==> src/rtl/opres_pkg.sv <==
// Shared encodings for the operand resolver.
// Assumes a 4-bit mode nibble; the register family sets the nibble's MSB.
package opres_pkg;
    localparam int MODE_W = 4;

    localparam logic [MODE_W-1:0] MODE_IMM  = 4'h0;
    localparam logic [MODE_W-1:0] MODE_DIR  = 4'h1;
    localparam logic [MODE_W-1:0] MODE_PTR  = 4'h2;
    localparam logic [MODE_W-1:0] MODE_STK  = 4'h3;
    localparam logic [MODE_W-1:0] MODE_REG  = 4'h8;
    localparam logic [MODE_W-1:0] MODE_RIND = 4'h9;

    typedef enum logic [2:0] {
        KIND_IMM,
        KIND_DIR,
        KIND_PTR,
        KIND_STK,
        KIND_REG,
        KIND_RIND,
        KIND_BAD
    } kind_t;

    typedef enum logic [1:0] {
        ST_IDLE,
        ST_EVAL,
        ST_FIRST,
        ST_SECOND
    } state_t;
endpackage

==> src/rtl/opres_decode.sv <==
// Classifies a mode nibble into an operand kind.
// Assumes nothing about the field; purely combinational.
module opres_decode
    import opres_pkg::*;
(
    input  logic [MODE_W-1:0] mode,
    output kind_t             kind,
    output logic              chained
);
    // Map each legal nibble to its kind; everything else is illegal.
    always_comb begin
        unique case (mode)
            MODE_IMM:  kind = KIND_IMM;
            MODE_DIR:  kind = KIND_DIR;
            MODE_PTR:  kind = KIND_PTR;
            MODE_STK:  kind = KIND_STK;
            MODE_REG:  kind = KIND_REG;
            MODE_RIND: kind = KIND_RIND;
            default:   kind = KIND_BAD;
        endcase
    end

    // Pointer and stack-index kinds need a second, dependent read.
    always_comb begin
        chained = (kind == KIND_PTR) || (kind == KIND_STK);
    end
endmodule

==> src/rtl/opres_reg_select.sv <==
// Register read port front end: drives the id and substitutes the stack
// pointer for its reserved id. Assumes the register file answers combinationally.
module opres_reg_select #(
    parameter int DATA_W   = 20,
    parameter int REG_ID_W = 4,
    parameter int SP_ID    = 0
) (
    input  logic [REG_ID_W-1:0] id_in,
    input  logic [DATA_W-1:0]   rf_data,
    input  logic [DATA_W-1:0]   sp,
    output logic [REG_ID_W-1:0] rf_id,
    output logic [DATA_W-1:0]   reg_val
);
    localparam logic [REG_ID_W-1:0] SP_ID_L = REG_ID_W'(SP_ID);

    // Forward the id and pick the register value source.
    always_comb begin
        rf_id   = id_in;
        reg_val = (id_in == SP_ID_L) ? sp : rf_data;
    end
endmodule

==> src/rtl/opres_first_addr.sv <==
// Computes the address of the first memory read for a given kind.
// Assumes the stack-index subtraction wraps at the data width.
module opres_first_addr
    import opres_pkg::*;
#(
    parameter int DATA_W = 20
) (
    input  kind_t             kind,
    input  logic [DATA_W-1:0] field,
    input  logic [DATA_W-1:0] sp,
    input  logic [DATA_W-1:0] reg_val,
    output logic [DATA_W-1:0] first_addr
);
    // Select field, register contents or stack-relative difference.
    always_comb begin
        case (kind)
            KIND_STK:  first_addr = sp - field;
            KIND_RIND: first_addr = reg_val;
            default:   first_addr = field;
        endcase
    end
endmodule

==> src/rtl/operand_resolver.sv <==
// Operand resolver top: latches an operand on start, evaluates it in one
// cycle, then performs up to two dependent memory reads with a held
// request/valid handshake. Assumes the memory completes a read by raising
// mem_valid while mem_req is high; only one read is ever outstanding.
module operand_resolver
    import opres_pkg::*;
#(
    parameter int DATA_W   = 20,
    parameter int REG_ID_W = 4
) (
    input  logic                clk,
    input  logic                rst_n,
    input  logic                start,
    input  logic [MODE_W-1:0]   op_mode,
    input  logic [DATA_W-1:0]   op_field,
    output logic                busy,
    output logic                done,
    output logic                error,
    output logic [DATA_W-1:0]   value,
    output logic [DATA_W-1:0]   eff_addr,
    output logic                addr_valid,
    output logic                mem_req,
    output logic [DATA_W-1:0]   mem_addr,
    input  logic                mem_valid,
    input  logic [DATA_W-1:0]   mem_rdata,
    output logic [REG_ID_W-1:0] rf_id,
    input  logic [DATA_W-1:0]   rf_data,
    input  logic [DATA_W-1:0]   sp
);
    state_t              state;
    logic [MODE_W-1:0]   mode_q;
    logic [DATA_W-1:0]   field_q;
    logic [DATA_W-1:0]   rd_addr_q;
    logic [DATA_W-1:0]   value_q;
    logic [DATA_W-1:0]   addr_q;
    logic                av_q;
    logic                err_q;
    logic                done_q;

    kind_t               kind;
    logic                chained;
    logic [DATA_W-1:0]   reg_val;
    logic [DATA_W-1:0]   first_addr;

    opres_decode u_decode (
        .mode    (mode_q),
        .kind    (kind),
        .chained (chained)
    );

    opres_reg_select #(
        .DATA_W   (DATA_W),
        .REG_ID_W (REG_ID_W),
        .SP_ID    (0)
    ) u_regsel (
        .id_in   (field_q[REG_ID_W-1:0]),
        .rf_data (rf_data),
        .sp      (sp),
        .rf_id   (rf_id),
        .reg_val (reg_val)
    );

    opres_first_addr #(
        .DATA_W (DATA_W)
    ) u_first (
        .kind       (kind),
        .field      (field_q),
        .sp         (sp),
        .reg_val    (reg_val),
        .first_addr (first_addr)
    );

    // Sequencer: accept, evaluate, read once or twice, then report.
    always_ff @(posedge clk) begin
        if (!rst_n) begin
            state     <= ST_IDLE;
            mode_q    <= '0;
            field_q   <= '0;
            rd_addr_q <= '0;
            value_q   <= '0;
            addr_q    <= '0;
            av_q      <= 1'b0;
            err_q     <= 1'b0;
            done_q    <= 1'b0;
        end else begin
            done_q <= 1'b0;
            case (state)
                ST_IDLE: begin
                    if (start) begin
                        mode_q  <= op_mode;
                        field_q <= op_field;
                        state   <= ST_EVAL;
                    end
                end
                ST_EVAL: begin
                    case (kind)
                        KIND_IMM: begin
                            value_q <= field_q;
                            addr_q  <= '0;
                            av_q    <= 1'b0;
                            err_q   <= 1'b0;
                            done_q  <= 1'b1;
                            state   <= ST_IDLE;
                        end
                        KIND_REG: begin
                            value_q <= reg_val;
                            addr_q  <= '0;
                            av_q    <= 1'b0;
                            err_q   <= 1'b0;
                            done_q  <= 1'b1;
                            state   <= ST_IDLE;
                        end
                        KIND_BAD: begin
                            value_q <= '0;
                            addr_q  <= '0;
                            av_q    <= 1'b0;
                            err_q   <= 1'b1;
                            done_q  <= 1'b1;
                            state   <= ST_IDLE;
                        end
                        default: begin
                            rd_addr_q <= first_addr;
                            state     <= ST_FIRST;
                        end
                    endcase
                end
                ST_FIRST: begin
                    if (mem_valid) begin
                        if (chained) begin
                            rd_addr_q <= mem_rdata;
                            state     <= ST_SECOND;
                        end else begin
                            value_q <= mem_rdata;
                            addr_q  <= rd_addr_q;
                            av_q    <= 1'b1;
                            err_q   <= 1'b0;
                            done_q  <= 1'b1;
                            state   <= ST_IDLE;
                        end
                    end
                end
                ST_SECOND: begin
                    if (mem_valid) begin
                        value_q <= mem_rdata;
                        addr_q  <= rd_addr_q;
                        av_q    <= 1'b1;
                        err_q   <= 1'b0;
                        done_q  <= 1'b1;
                        state   <= ST_IDLE;
                    end
                end
                default: state <= ST_IDLE;
            endcase
        end
    end

    // Drive the ports from the registered state.
    always_comb begin
        busy       = (state != ST_IDLE);
        mem_req    = (state == ST_FIRST) || (state == ST_SECOND);
        mem_addr   = rd_addr_q;
        done       = done_q;
        error      = err_q;
        value      = value_q;
        eff_addr   = addr_q;
        addr_valid = av_q;
    end
endmodule

==> config.mk <==
export PLATFORM = sky130hd
export DESIGN_NAME = operand_resolver
export DESIGN_NICKNAME = d
export VERILOG_FILES = /design/src/rtl/opres_pkg.sv /design/src/rtl/opres_decode.sv /design/src/rtl/opres_reg_select.sv /design/src/rtl/opres_first_addr.sv /design/src/rtl/operand_resolver.sv
export SDC_FILE = /design/constraint.sdc
export NUM_CORES = 1
export LEC_CHECK = 0
export BUFFER_PORTS_ARGS = -buffer_cell sky130_fd_sc_hd__buf_2
export CORE_UTILIZATION = 25
export DETAILED_ROUTE_END_ITERATION = 7
export HOLD_SLACK_MARGIN = 0.02
export PLACE_DENSITY = 0.55
export RECOVER_POWER = 25
export SLEW_MARGIN = 15
export SYNTH_ARGS = -nofsm -noshare
export SYNTH_HDL_FRONTEND = slang
export SYNTH_SLANG_ARGS = --single-unit
==> constraint.sdc <==
create_clock -name clk -period 3 [get_ports clk]
set_input_delay 0.6 -clock clk [delete_from_list [all_inputs] [get_ports clk]]
set_output_delay 0.6 -clock clk [all_outputs]
set_load 0.03 [all_outputs]
==> impl_metrics.yaml, run 1 <==
logic_synthesis:
  yosysWarnings: 0
  ys_seq_area_share_pct: 32.1
  syn_nets: 868
  synth_area_per_cell_um2: 7.31
  synth_cells: 760
  syn_area_um2: 5560
  synth_seq_cells: 89
  synthFlopType: "dfxtp_1"
  synth.distinct_cells: 70
  synth_edf_count: 0
  synthArstFlopShare_pct: 0
cts:
  cts_resized: 0
  cts_tree: "built"
  clockBufferDepth: 2
  clock_latency_ns: 0.36
  clock_sinks: 89
  cts.clk_slew.worst_paths_ns: 0.07
  clockRootBuffer: "clkbuf_16"
  post_cts_buffers: 0
  cts_buffers: 9
  htreeDepth: 3
  hold_buffers: 0
place:
  port_buffers: 156
  dpl.cell_count: 1148
  dp_hpwl_um: 15400
  dpl_worst_slack_ns: 0.126
  gp_congestion: 0.877
drt:
  wirelength_um: 20300
  ant_nets: 0
  drt_first_pass_iters: 5
  vias: 5803
  drt_iter0_drc: 327
  routedWlPerCell_um: 17.4
  routed_via_density: 4.97
  route.detailed.drc: 0
grt:
  grt.met2_usage_pct: 29.7
  grt_max_degree: 63
  grt.busiest_layer: "met2"
  overflow: 0
  grt_first_pass_wirelength_um: 30700
  grt_antenna_before_repair: 3
  grt_pass1_vias: 5384
  gr-usage-met3_pct: 4.31
  track_usage_pct: 17.9
  grt_util_met1_pct: 23.5
sta:
  finalCritPeriodShare_pct: 89.2
  max_clock_freq_mhz: 374
  hold_viol_final: 0
  rsz0062_at_grt: "false"
  fin_hold_ws_ns: 0.451
  period_minus_slack_ns: 2.68
  fin_worst_skew_ns: 0.0119
  final.setup.tns_ns: 0
  worst_slew_pin_slew_ns: 0.840
  relSlewSlack_pct: 44.0
  maxSlewViolCount: 0
  setup_ws_ns: 0.324
  setup_viol: 0
setup_path:
  crit_type: "reg -> reg"
  cp-start-kind: "flip-flop"
  max_stage_delay_ns: 0.48
  required_ns: 3.22
  cp_max_fo: 6
  worst_ep_arrival_time_ns: 2.89
  crit_slowest_cell: "dfxtp_1"
  endpoint_kind: "flip-flop"
  critical_path.cell_chain: "ha_1 > inv_1 > fa_1 > a211oi_2 > o211ai_1 > a221oi_2 > buf_4 > o21ba_2 > a31oi_1 > xnor2_1 > o22ai_1"
finish:
  fillers: 2405
  drive_gt1_share_pct: 20.5
  nets: 987
  area.growth.synth_to_final_pct: 21.6
  multi_input_area_um2: 3350
  layout.area.seq_um2: 1780
  final_cells: 1167
floorplanning:
  die_area_um2: 22800
  die_h_um: 151
  die_w_um: 151
  ios: 157
  fp.coreArea_um2: 21800
  rows: 54
  start_util_pct: 25.5
pwr:
  p_leak_uw: 0.00260
  p_per_area_nw_per_um2: 466
  peakVddDrop_uv: 271
flow_run:
  maxCapViolCount: 0
worst_hold_path:
  hold_path.class: "reg -> reg"
run_status:
  outcome: "finished, final reports clean"
-- critical path, delay by kind of cell, from the launching register on --
kind                       cells  cell delay (ns)
AOI/OAI and AO/OA              6             1.02
adders and majority gates      2             0.64
buffers and inverters          2             0.22
DFF                            1             0.48
xor gates and xnor gates       1             0.16
-- final timing paths --
path                from           end  slack (ns)  cells after the start
max           field_q[0]  mem_addr[16]        0.32                     11
min          eff_addr[6]   eff_addr[6]        0.45                      2
max reg2reg   field_q[0]  mem_addr[16]        0.32                     11
min reg2reg  eff_addr[6]   eff_addr[6]        0.45                      2
-- cell usage in the layout (no fill, tap or decap), drive strengths merged, types with 13 or more instances in the layout --
cell type / netlist / routed
a21oi: 120 / 120
a31oi: 24 / 24
buf: 27 / 138
clkbuf: 40 / 47
dfxtp: 89 / 89
ha: 19 / 19
inv: 26 / 28
mux2i: 23 / 23
nand2: 147 / 147
nand3: 23 / 23
nor2: 51 / 51
o211ai: 13 / 13
o21ai: 55 / 55
-- per-stage QoR --
step	utilization [%]	instance area, µm²	power, µW
finish	31.0	6760	3150
global route	30.9	6750	3310
CTS	31.2	6800	3180
detailed placement	29.9	6520	2050
global placement	29.9	6520	2050
floorplan	-	5560	1810
-- final cells by class --
type                            instances  area share, %
Clock inverter                          6          0.778
Clock buffer                           10           3.39
Multi-Input combinational cell        578           49.5
Tap cell                              280           5.19
Antenna cell                            3          0.111
Timing Repair Buffer                  175           13.2
Sequential cell                        89           26.4
Inverter                               26           1.44
-- cell usage after synthesis, drive strengths merged, types with 2 or more instances --
library cell | count | area, µm²
nand2b | 4 | 25.0
nand4 | 5 | 31.3
o211ai | 13 | 103
nand2 | 147 | 552
o21a | 3 | 22.5
nor4 | 5 | 65.1
nand3b | 2 | 15.0
dfxtp | 89 | 1780
nor3 | 10 | 55.1
a22oi | 3 | 22.5
a31oi | 24 | 150
nor2 | 51 | 191
o21ai | 55 | 287
clkbuf | 40 | 150
a21oi | 120 | 604
nand3 | 23 | 115
a21o | 5 | 37.5
xnor2 | 8 | 70.1
o22ai | 4 | 25.0
nor2b | 8 | 60.1
o21bai | 2 | 15.0
and3 | 3 | 25.0
xor2 | 8 | 70.1
mux2i | 23 | 230
and2 | 2 | 13.8
a221oi | 5 | 50.0
buf | 27 | 175
inv | 26 | 97.6
or3 | 2 | 12.5
ha | 19 | 238
a211oi | 3 | 27.5
-- power by group --
part	switching [µW]	internal, µW
Sequential	44.6	1220
Combinational	477	285
Clock	549	575
-- metal layers --
layer  part of all wire [%]  wire length [µm]
met1                     45              9220
met2                     47              9550
met3                    6.4              1310
met4                    1.2               247
met5                      0                 0
-- kinds of logic after synthesis --
logic type | Yosys count | synth area share [%]
multiplexers | 24 | 4.41
AO/OA/AOI/OAI | 248 | 26.3
buffers and inverters | 93 | 7.61
XOR/XNOR | 16 | 2.52
AND/OR/NAND/NOR | 270 | 22.4
adder cells (fa/ha/maj) | 20 | 4.64
flip-flops | 89 | 32.1
-- sequential cells by signal (all words and copies together), names as in the netlist --
name,flops
done,1
error,1
mem_addr,20
state,2
eff_addr,20
addr_valid,1
field_q,20
value,20
mode_q,4
Note: power is estimated with default switching activity, not from simulation.
==> run 2: changes to the inputs <==
- ABC_AREA: unset -> 1
- TNS_END_PERCENT: unset -> 5
==> impl_metrics.yaml, run 2 <==
finish:
  fillers: 2427
  final_common_cell: "nand2_1"
  diodes: 0
  final_cells: 1258
  drive_gt1_share_pct: 15.9
  area.growth.synth_to_final_pct: 21.9
  nets: 1086
  layout_common_cells: "216 x nand2_1, 125 x a21oi_1, 119 x buf_2, 89 x dfxtp_1, 81 x inv_1"
pwr:
  peakVddDrop_uv: 284
  pwr-share-comb_pct: 31.6
  power.share.clock_pct: 32.7
  p_int_uw: 2370
  swShare_pct: 36.6
  p_switching_uw: 1370
  seq_power_share_pct: 35.7
  p_leak_uw: 0.00311
  p_per_area_nw_per_um2: 558
floorplanning:
  ios: 157
  die_w_um: 150
  rows: 53
  start_util_pct: 25.8
  die_h_um: 150
  die_area_um2: 22600
  fp.coreArea_um2: 21300
setup_path:
  worst_ep_arrival_time_ns: 2.66
  cp_max_fo: 24
  max_stage_delay_ns: 0.48
  rr_worst_depth: 8
  cp-start-kind: "flip-flop"
  critical_path.cell_chain: "buf_4 > inv_2 > nor2_1 > inv_1 > nand4_4 > inv_2 > o21ai_0 > a21oi_1"
  cp_top_family: "buffers and inverters"
  regToRegEndpoint: "value[8]"
  crit_type: "reg -> reg"
  cpMostUsedCell: "inv_2"
  crit_slowest_cell: "inv_2"
  crit_buf_inv: 4
  regToRegStartpoint: "state[1]"
  endpoint_kind: "flip-flop"
  reg2reg_slack_ns: 0.62
  required_ns: 3.27
worst_hold_path:
  hold_path_startpoint: "eff_addr[16]"
  hold_path.class: "reg -> reg"
  holdPathEnd: "eff_addr[16]"
  hold_depth: 2
logic_synthesis:
  synth_edf_count: 0
  synth_seq_cells: 89
  yosys-top-cells-count: "216 x nand2_1, 125 x a21oi_1, 89 x dfxtp_1"
  synth_xor_area_share_pct: 0.637
  synth_area_per_cell_um2: 6.46
  synth_area_leaders: "dfxtp_1 32%, nand2_1 15%, a21oi_1 11%, o21ai_0 6.8%, inv_1 5.5%"
  syn_area_um2: 5500
  synth_top_area_share_pct: 32.4
  synth_top_family_by_area: "simple AND/OR/NAND/NOR gates"
  synth_mux_area_share_pct: 2.19
  syn_nets: 959
  synth.distinct_cells: 34
  synthArstFlopShare_pct: 0
  ys_seq_area_share_pct: 32.4
  yosysWarnings: 0
  yosys.area_share.simple_pct: 26.1
  synth_top_area_cell: "dfxtp_1"
  synth_compound_area_share_pct: 23.3
  synthAdderAreaFrac_pct: 4.69
  synthFlopType: "dfxtp_1"
  yosysMostFrequentCell: "nand2_1"
  synth_cells: 851
drt:
  drt_iter0_drc: 415
  routedWlPerCell_um: 16.4
  wirelength_um: 20600
  routed_via_density: 4.89
  ant_nets: 0
  drt_first_pass_iters: 5
  vias: 6156
  route.detailed.drc: 0
place:
  dpl.cell_count: 1242
  gp_congestion: 0.889
  dp_hpwl_um: 16100
  port_buffers: 156
sta:
  max_clock_freq_mhz: 419
  final.setup.tns_ns: 0
  maxSlewViolCount: 0
  finalCritPeriodShare_pct: 79.5
  fin_hold_ws_ns: 0.459
  setup_viol: 0
  hold_viol_final: 0
  worst_slew_pin_slew_ns: 0.816
  period_minus_slack_ns: 2.38
  rsz0062_at_grt: "false"
  fin_worst_skew_ns: 0.00874
  relSlewSlack_pct: 45.4
cts:
  cts_resized: 0
  clock_sinks: 89
  clock_latency_ns: 0.35
  cts_tree: "built"
  cts.clk_slew.worst_paths_ns: 0.07
  clockBufferDepth: 2
  post_cts_buffers: 0
  clockRootBuffer: "clkbuf_16"
  htreeDepth: 3
  hold_buffers: 0
  cts_buffers: 9
grt:
  overflow: 0
  grt_first_pass_wirelength_um: 31600
  grt_pass1_vias: 5802
  grt_antenna_before_repair: 0
  track_usage_pct: 18.4
  grt_max_degree: 59
run_status:
  outcome: "finished, final reports clean"
flow_run:
  maxCapViolCount: 0
run 2: logic make-up (layout without fill, tap and decap cells):
family                     count (synthesis)  count (layout)
AOI/OAI and AO/OA                        246             246
xor gates and xnor gates                   4               4
adders and majority gates                 20              20
buffers and inverters                    135             267
DFF                                       89              89
muxes                                     12              12
and+or+nand+nor                          345             345
run 2: power groups by stage:
| stage | clock [µW] | sequential [µW] | combinational (µW) |
|---|---|---|---|
| detailed placement | 0 | 1360 | 1180 |
| global route | 1290 | 1350 | 1310 |
| CTS | 1240 | 1330 | 1180 |
| floorplan | 0 | 1450 | 732 |
| finish | 1220 | 1340 | 1180 |
| global placement | 0 | 1360 | 1180 |
run 2: worst max path at each step:
| stage | from | end | slack [ns] | cells past startpoint |
|---|---|---|---|---|
| after CTS | state[1] | value[16] | 0.63 | 8 |
| after global placement | sp[0] | mem_addr[14] | 0.53 | 16 |
| after floorplan | sp[0] | mem_addr[8] | 0.92 | 12 |
| final | state[1] | value[8] | 0.62 | 8 |
| after detailed placement | sp[0] | mem_addr[14] | 0.51 | 16 |
| after global routing | state[1] | value[16] | 0.38 | 8 |
run 2: metal layers:
layer  up-vias  global-route usage, %  wire (µm)
met5         -                      0          0
met4         0                   4.44        300
met3        22                   3.85       1420
met2       242                   29.7       9340
met1      2825                   24.9       9560
li1       3067                      -          -
run 2: stage by stage:
step	util, %	setup slack (ns)	area (µm²)	total power [µW]
2_1_floorplan	-	0.917	5500	2190
3_3_place_gp	30.2	0.529	6430	2540
3_5_place_dp	30.2	0.505	6430	2540
4_1_cts	31.7	0.634	6740	3760
5_1_grt	31.5	0.383	6700	3950
6_report	31.5	0.616	6700	3740
run 2: cell type report:
class | count | area (µm²) | share of cell area, %
Inverter | 85 | 319 | 4.76
Timing Repair Buffer | 166 | 810 | 12.1
Tap cell | 275 | 344 | 5.14
Multi-Input combinational cell | 627 | 3130 | 46.7
Sequential cell | 89 | 1780 | 26.6
Clock buffer | 11 | 233 | 3.47
Clock inverter | 5 | 80.1 | 1.20
run 2: worst register-to-register path: stages (launching register included):
cell and delay, ns:
dfxtp_1 0.35, buf_4 0.21, inv_2 0.35, nor2_1 0.12, inv_1 0.13, nand4_4 0.38, inv_2 0.49, o21ai_0 0.14
a21oi_1 0.16
==> run 3: changes to the inputs <==
- ABC_AREA: 1 -> 0
- PLACE_DENSITY: 0.55 -> 0.57
- clock period: 3 -> 2.1 ns (I/O delays scaled with it)
==> impl_metrics.yaml, run 3 (synthesized netlist as in run 1, its figures left out) <==
pwr:
  finalPower_uw: 4840
  peakVddDrop_uv: 341
  p_per_area_nw_per_um2: 637
  p_leak_uw: 0.00300
cts:
  cts_buffers: 9
  clock_sinks: 89
  clockRootBuffer: "clkbuf_16"
  cts_tree: "built"
  hold_buffers: 0
  clock_latency_ns: 0.35
  cts.clk_slew.worst_paths_ns: 0.07
  htreeDepth: 3
  clockBufferDepth: 2
sta:
  rsz0062_at_grt: "true"
  finalCritPeriodShare_pct: 114
  final.setup.tns_ns: -1.74
  setup_viol: 12
  maxSlewViolCount: 0
  hold_viol_final: 0
  worst_slew_pin_slew_ns: 0.640
  period_minus_slack_ns: 2.39
  fin_worst_skew_ns: 0.00919
  fin_hold_ws_ns: 0.292
  relSlewSlack_pct: 57.3
  setup_ws_ns: -0.292
  max_clock_freq_mhz: 418
grt:
  grt_first_pass_wirelength_um: 32000
  overflow: 0
  grt_pass1_vias: 5813
  grt_max_degree: 63
  track_usage_pct: 18.6
  grt_antenna_before_repair: 2
drt:
  drt_iter0_drc: 407
  wirelength_um: 20800
  vias: 6068
  routed_via_density: 4.89
  ant_nets: 0
  routedWlPerCell_um: 16.8
  drt_first_pass_iters: 5
  route.detailed.drc: 0
floorplanning:
  ios: 157
  die_w_um: 151
  start_util_pct: 25.5
  fp.coreArea_um2: 21800
  die_area_um2: 22800
  rows: 54
  die_h_um: 151
run_status:
  violations: "setup timing"
  outcome: "finished, violations left"
setup_path:
  worstSetupStartpoint: "field_q[0]"
  cp-start-kind: "flip-flop"
  reg2reg_slack_ns: -0.29
  setup.worst_path.end: "mem_addr[10]"
  endpoint_kind: "flip-flop"
  worst_ep_arrival_time_ns: 2.66
  cp_max_fo: 3
  required_ns: 2.37
  regToRegStartpoint: "field_q[0]"
  regToRegEndpoint: "mem_addr[10]"
  crit_type: "reg -> reg"
  rr_worst_depth: 11
finish:
  fillers: 2316
  layout_common_cells: "147 x nand2_1, 126 x buf_2, 115 x a21oi_1, 86 x dfxtp_1, 84 x buf_4"
  final_common_cell: "nand2_1"
  drive_gt1_share_pct: 31.1
  nets: 1061
  area.growth.synth_to_final_pct: 36.8
place:
  dp_hpwl_um: 15900
  gp_congestion: 0.869
  port_buffers: 156
flow_run:
  maxCapViolCount: 0
worst_hold_path:
  hold_path.class: "in -> reg"
==> run 3: worst min path at each step <==
stage	start	to	slack (ns)	depth (start not counted)
2_1_floorplan	field_q[12]	field_q[12]	0.46	2
3_3_place_gp	eff_addr[6]	eff_addr[6]	0.44	2
3_5_place_dp	eff_addr[14]	eff_addr[14]	0.44	2
4_1_cts	op_field[0]	field_q[0]	0.28	3
5_1_grt	op_field[18]	field_q[18]	0.29	3
6_report	op_field[0]	field_q[0]	0.29	3
==> run 3: final cells by class <==
| cell class | instances | area [µm²] | area share, % |
|---|---|---|---|
| flip-flops and latches | 89 | 1790 | 23.5 |
| diodes | 3 | 7.51 | 0.0988 |
| inverters | 26 | 97.6 | 1.28 |
| multi-input cells | 578 | 3560 | 46.8 |
| clock buffers | 10 | 239 | 3.15 |
| well taps | 280 | 350 | 4.61 |
| clock inverters | 6 | 50.0 | 0.659 |
| repair buffers | 249 | 1510 | 19.9 |
==> run 3: worst max-delay path: stages (launching register included) <==
cell      delay, ns
dfxtp_2        0.34
ha_2           0.18
inv_1          0.05
fa_2           0.37
a211oi_4       0.27
o211ai_1       0.15
a221oi_2       0.23
buf_4          0.17
buf_4          0.10
xnor2_1        0.10
a21oi_1        0.09
nor4_2         0.24
==> run 3: through the flow <==
stage / cells / worst slack [ns] / utilization (%) / area (µm²)
floorplan: 760 / -0.153 / - / 5560
global placement: 1222 / -0.412 / 32.6 / 7120
detailed placement: 1222 / -0.446 / 32.6 / 7120
CTS: 1238 / -0.209 / 34.4 / 7520
global route: 1239 / -0.427 / 34.8 / 7590
finish: 1241 / -0.292 / 34.8 / 7600
==> run 3: layer usage <==
layer  vias up  GRT usage (%)  part of all wire (%)
met5         -              0                 0.082
met4         2           5.60                   1.2
met3        19           3.98                   6.8
met2       202           31.1                    48
met1      2801           23.9                    44
li1       3044              -                     -
==> run 3: what timing repair did <==
| item | in CTS | in global routing |
|---|---|---|
| gates resized for setup | 22 | 27 |
| setup buffers | 0 | 0 |
| pin swaps | 3 | 13 |
| setup endpoints to repair | 25 | 37 |
==> run 3: power by group <==
part	total (µW)	switching [µW]	leakage [µW]	internal, µW
combinational	1430	796	0.00214	631
sequential	1780	42.3	0.000723	1740
clock	1630	776	0.000136	851
